`config.mk`:
```
export PLATFORM = sky130hd
export DESIGN_NAME = dr_precharge_pipe
export DESIGN_NICKNAME = d
export VERILOG_FILES = /design/src/rtl/dr_precharge_pipe.sv
export SDC_FILE = /design/constraint.sdc
export NUM_CORES = 1
export LEC_CHECK = 0
export CORE_UTILIZATION = 50
export CTS_BUF_LIST = sky130_fd_sc_hd__clkbuf_4
export CTS_CLUSTER_DIAMETER = 80
export CTS_CLUSTER_SIZE = 16
export DETAILED_ROUTE_END_ITERATION = 16
export PLACE_DENSITY = 0.7
export SLEW_MARGIN = 20
export SYNTH_ARGS = -nofsm -noshare
export SYNTH_HDL_FRONTEND = slang
export SYNTH_SLANG_ARGS = --single-unit
```
`constraint.sdc`:
```
create_clock -name clk -period 2.5 [get_ports clk]
set_input_delay 0.5 -clock clk [delete_from_list [all_inputs] [get_ports clk]]
set_output_delay 0.5 -clock clk [all_outputs]
set_load 0.005 [all_outputs]
```
`src/rtl/dr_precharge_pipe.sv`:
```
module dr_precharge_pipe #(
  parameter int STAGES    = 6,
  parameter int BITS      = 4,
  parameter int PHASE_CYC = 2,
  parameter logic [STAGES-1:0] INV_MASK = 6'b000001
) (
  input  logic              clk,
  input  logic              rst_n,
  input  logic [2*BITS-1:0] data_in,
  output logic              in_ack,
  output logic [2*BITS-1:0] data_out,
  input  logic              out_ack
);
  localparam int DW = 2 * BITS;
  localparam int CW = $clog2(PHASE_CYC + 1);

  function automatic logic all_valid(input logic [DW-1:0] v);
    logic r;
    r = 1'b1;
    for (int k = 0; k < BITS; k++) r = r & (v[2*k+1] | v[2*k]);
    return r;
  endfunction

  function automatic logic [DW-1:0] swap_rails(input logic [DW-1:0] v);
    logic [DW-1:0] r;
    for (int k = 0; k < BITS; k++) r[2*k +: 2] = {v[2*k], v[2*k+1]};
    return r;
  endfunction

  logic [STAGES-1:0][DW-1:0] stg;
  logic [STAGES-1:0][DW-1:0] din;
  logic [STAGES-1:0][CW-1:0] cnt;
  logic [STAGES-1:0]         cd, cdq, ctl;

  assign ctl      = {out_ack, cd[STAGES-1:1]};
  assign in_ack   = cd[0];
  assign data_out = stg[STAGES-1];

  for (genvar i = 0; i < STAGES; i++) begin : g_stage
    logic          empty, go;
    logic [DW-1:0] fval;

    if (i == 0) begin : g_src
      assign din[i] = data_in;
    end else begin : g_src
      assign din[i] = stg[i-1];
    end

    if (INV_MASK[i]) begin : g_fn
      assign fval = swap_rails(din[i]);
    end else begin : g_fn
      assign fval = din[i];
    end

    assign empty = (stg[i] == '0);
    assign cd[i] = all_valid(stg[i]) | (cdq[i] & ~empty);
    assign go    = ctl[i] ? ~empty : (empty & all_valid(din[i]));

    always_ff @(posedge clk) begin
      if (!rst_n) begin
        stg[i] <= '0;
        cnt[i] <= '0;
        cdq[i] <= 1'b0;
      end else begin
        cdq[i] <= cd[i];
        if (!go) begin
          cnt[i] <= '0;
        end else if (cnt[i] == CW'(PHASE_CYC - 1)) begin
          cnt[i] <= '0;
          stg[i] <= ctl[i] ? '0 : fval;
        end else begin
          cnt[i] <= cnt[i] + 1'b1;
        end
      end
    end
  end
endmodule

```
# Yosys cells after proc, flatten, opt, wreduce, memory -nomap -nowiden
# Cells that the tools add are included.
# totals
regBits	66
latchBits	0
mem_bits_rw	0
rom_bits	0
input_bits	11
output_inout_bits	9
elab_cells	140
n_memories	0
# classes
addsub	6
n_mul	0
div_mod_pow	0
magnitude_cmp	0
n_eq_ne	6
shifts	0
n_mux	12
bitwise_logic	80
reduce_logical	18
# op_table
op	count
logical NOT 8 bit	6
2-to-1 mux 8 bit	6
OR 1 bit	34
bitwise AND 1 bit	33
OR reduction 3 bit	6
inverter 1 bit	13
adder 2 x 1 -> 2 bit, second input constant	6
equality test 2 x 1 -> 1 bit, second input constant	6
AND reduction 2 bit	6
2-to-1 mux 1 bit	6

# Longest topological paths before layout
# depth
depth_word	8
mapped_depth	7
mapped_depth_nobuf	6

# Worst setup path after synthesis
# Ideal clock, no wire load.
# synth_timing
path_type	register to register
start	register stg (netlist bit g_stage[1].fval[5])
end	register stg (netlist bit g_stage[1].fval[0])
setup_ps	125
arrival_ps	2161
required_time_ps	2375
setup_slack_ps	213
stages_incl_launch_ff	7
n_path_buf	1
period_less_slack_ps	2287
cell_sequence	dfxtp_1 or4_1 or4_1 or4b_1 buf_6 o21ai_4 o22ai_1
# synth_between
elab_chain_cells	4
elab_cells_between_ends	5
cone_classes	mux (1); bitwise (2); reduce/logical (2)
# synth_rtl
element	line_no	source
from (decl)	30	logic [STAGES-1:0][DW-1:0] stg;
from (signal, indexed assignment)	70	stg[i] <= ctl[i] ? '0 : fval;
logical NOT 8 bit (*)	55	assign empty = (stg[i] == '0);
bitwise AND 1 bit or inverter 1 bit (tied branches)	57	assign go = ctl[i] ? ~empty : (empty & all_valid(din[i]));
2-to-1 mux 1 bit (*)	57	
AND reduction 2 bit (no line) (*)	--	
# Mark *: on every way between the ends. The rest lies on a longest branch, timed or not.
# A chain may end at the register's enable or synchronous reset.

# Worst setup path in the final report
# layout_timing
start	register stg (netlist bit g_stage[1].fval[5])
end	register stg (netlist bit g_stage[1].fval[4])
# Same word-level chain as after synthesis.

==> metrics.csv <==
stage;metric;value;unit
status;result of the run;completed;
synth;Syn Area/Cell;9.02;µm²
power;maximum VDD drop;0.457;mV
route;DRC marker count from the first detailed-route iteration;171;
clock_tree;CTS Hold Bufs;0;
layout;commonest cells after routing, fill and taps aside;sky130_fd_sc_hd__dfxtp_1 (65), sky130_fd_sc_hd__nand2_1 (57), sky130_fd_sc_hd__o22ai_1 (48);
route;vias;2348;
worst_setup_path;CP endpoint kind;flip-flop;
sta;Slew @ Worst Pin;0.607;ns
grt;antenna violations before repair;0;
grt;aggregate global routing overflow;0;
route;Total Routed Length;6.02;mm
floorplanning;Vert. Die Dim;74.6;µm
clock_tree;CTS root buffer;sky130_fd_sc_hd__clkbuf_4;
synth;sequential element share of the synthesized area;50.2;%
floorplanning;# rows;26;
layout;share of cells above drive strength 1;12.8;%
layout;end-of-flow core utilization;61.8;%
route;Vias/cell;5.88;
floorplanning;die width;74.6;µm
clock_tree;CTS clock-pin slew for the worst setup and hold paths;0.10;ns
clock_tree;maximum level of the CTS H-tree;3;
worst_setup_path;Crit path required time;2.79;ns
layout;area growth from synthesis to layout;19.1;%
layout;nets;342;
worst_setup_path;startpoint kind of the worst setup timing path;flip-flop;
route;average wire per cell in the routed design;15.1;µm
sta;final setup skew;0.00749;ns
flow_run;number of maximum-capacitance violations;0;
clock_tree;Skew-Pair Late Insertion Delay;0.41;ns
clock_tree;sinks on the clock net;66;
sta;final worst path period need;2.39;ns
synth;area share of the leading cell type in the synthesized netlist;50.2;%
synth;synthesized netlist cell count;292;
sta;share of the clock period used by the worst path after layout;95.8;%
sta;RSZ-0062 raised after global routing;no;
synth;Post-Synthesis Cell Area;2630;µm²
place;placer congestion estimate;0.806;
worst_setup_path;Reg2Reg Launch Point;g_stage[1].fval[5];
sta;worst slack on hold paths;0.427;ns
grt;overall fraction of global-route tracks in use;24.0;%
power;Total Power;1.94;mW
route;post-route ant nets;0;
clock_tree;clock buffers created by TritonCTS;9;
floorplanning;core region area;5070;µm²
synth;syn nets;309;
layout;final design instance area without fill;3140;µm²
sta;number of max-slew violations in the final report;0;
clock_tree;CTS tree;yes;
floorplanning;number of top-level pins;20;
route;sum of met3 wire segment lengths after detailed routing;324;µm
sta;Final Hold Fails;0;
synth;dominant cell type by area after synthesis;sky130_fd_sc_hd__dfxtp_1;
place;Post-DP Area;2960;µm²
sta;headroom to the max-slew limit;59.5;%
route;routed metal-1 wire length;3.12;mm
worst_setup_path;worst-path maximum fanout;8;
floorplanning;Starting Density;51.9;%
worst_setup_path;arrival time at the worst endpoint;2.68;ns
route;Residual DRC;0;
layout;number of antenna diodes;0;
synth;most area-consuming cells after synthesis;sky130_fd_sc_hd__dfxtp_1 (50%), sky130_fd_sc_hd__o22ai_1 (11%), sky130_fd_sc_hd__nand2_1 (8.1%);
grt;maximum number of pins on one net before global-route repair;52;
hold_path;HP Class;flip-flop to flip-flop;
route;uppermost signal routing layer after detailed routing;met4;
clock_tree;maximum buffer depth of the clock tree;2;
layout;most common library cell in the layout ignoring fill and taps;sky130_fd_sc_hd__dfxtp_1;
synth;flip-flop and latch count after synthesis;66;
route;Initial DRT Pass Iterations;4;
synth;Unique masters post-synth;37;
place;detailed placement HPWL;4.43;mm
power;Static Leakage;1.14;nW
power;pwr/cell area;617;nW/µm²
synth;Synth Warn #;0;
grt;first-pass GRT wire length;9.70;mm
grt;via count of the first global-routing pass;2028;
worst_setup_path;Worst Setup Path Type;flip-flop to flip-flop;
floorplanning;DIE AREA;5560;µm²
worst_setup_path;Critical Path Start;g_stage[1].fval[5];
hold_path;Worst Hold Launch;cnt[6];
sta;achievable frequency;418;MHz
place;Port-buffer cells;19;
sta;final setup fails;0;
route;Met2 Wirelength;2.48;mm
## layout make-up
class,instances,area [µm²]
Tap cell,70,87.6
Sequential cell,66,1320
Clock inverter,3,65.1
Fill cell,458,1940
Multi-Input combinational cell,207,1240
Timing Repair Buffer,32,295
Inverter,9,33.8
Clock buffer,12,90.1
## cells in the mapped netlist
cell,number
sky130_fd_sc_hd__nand2_1,57
sky130_fd_sc_hd__o21ai_0,4
sky130_fd_sc_hd__o31a_1,1
sky130_fd_sc_hd__and3_1,1
sky130_fd_sc_hd__a21oi_1,1
sky130_fd_sc_hd__dfxtp_1,66
sky130_fd_sc_hd__or4b_1,1
sky130_fd_sc_hd__mux2_2,1
sky130_fd_sc_hd__nand3_1,2
sky130_fd_sc_hd__o21ai_4,1
sky130_fd_sc_hd__clkbuf_1,9
sky130_fd_sc_hd__o22ai_1,48
sky130_fd_sc_hd__nor4_2,1
sky130_fd_sc_hd__a2111o_1,1
sky130_fd_sc_hd__o41ai_1,1
sky130_fd_sc_hd__nor4_1,15
sky130_fd_sc_hd__nand4_1,3
sky130_fd_sc_hd__nand3b_1,1
sky130_fd_sc_hd__inv_1,9
sky130_fd_sc_hd__ha_1,6
sky130_fd_sc_hd__o21ai_2,1
sky130_fd_sc_hd__o22a_2,1
sky130_fd_sc_hd__or2_2,2
sky130_fd_sc_hd__nor2_1,23
sky130_fd_sc_hd__a22o_1,9
sky130_fd_sc_hd__a41oi_1,1
sky130_fd_sc_hd__o31a_2,1
sky130_fd_sc_hd__o21ai_1,1
sky130_fd_sc_hd__o22a_1,1
sky130_fd_sc_hd__o21bai_1,1
sky130_fd_sc_hd__a211o_1,1
sky130_fd_sc_hd__or4_1,9
sky130_fd_sc_hd__a21boi_0,3
sky130_fd_sc_hd__buf_6,1
sky130_fd_sc_hd__mux2i_1,3
sky130_fd_sc_hd__or4b_2,2
sky130_fd_sc_hd__and2_1,3
## state kept, by name, indices dropped and copies added (netlist names)
name,count
data_out,8
g_stage.fval,40
cnt,12
cdq,6
## per-stage QoR
step                      setup WS [ns]  std cells  TNS [ns]
final                             0.106        399         0
after global placement          0.00395        382         0
after floorplan                   0.213        292         0
after CTS                        0.0425        399         0
after global routing             0.0136        399         0
after detailed placement        -0.0501        382    -0.312
## final timing paths
path,cells after the start,endpoint,slack (ns)
max reg2reg,5,g_stage[1].fval[4],0.11
min reg2reg,1,cnt[6],0.43
max,5,g_stage[1].fval[4],0.11
min,1,cnt[6],0.43
## cell families after synthesis
group | count (synthesis) | share of synthesized area [%]
AOI/OAI and AO/OA | 77 | 20.5
muxes | 4 | 1.57
buffers and inverters | 19 | 2.99
DFF | 66 | 50.2
and+or+nand+nor | 120 | 21.9
adders and majority gates | 6 | 2.85
## where the power goes
group / leakage [nW] / total (mW) / internal, mW / switching [mW]
sequential: 0.532 / 1.06 / 1.06 / 0.00310
clock: 0.0874 / 0.797 / 0.434 / 0.363
combinational: 0.518 / 0.0819 / 0.0405 / 0.0414
## critical path: stages (launching register included)
cell                      delay, ns
sky130_fd_sc_hd__dfxtp_1       0.33
sky130_fd_sc_hd__or4_4         0.53
sky130_fd_sc_hd__or4_1         0.57
sky130_fd_sc_hd__or4b_1        0.56
sky130_fd_sc_hd__o21ai_4       0.14
sky130_fd_sc_hd__o22ai_1       0.13
## per-layer routing
| layer | up-vias | track usage [%] |
|---|---|---|
| met5 | - | 0 |
| li1 | 1176 | - |
| met1 | 1103 | 34.9 |
| met3 | 10 | 7.72 |
| met2 | 59 | 33.0 |
| met4 | 0 | 8.81 |
## repair_timing
action | 4_1_cts | 5_1_grt
pin swaps | 1 | 0
setup endpoints to repair | 1 | 1
gates resized for setup | 6 | 1
buffers inserted | 2 | 0
hold endpoints to repair | 0 | 0
gates cloned | 0 | 0
(Power assumes the default switching activity.)
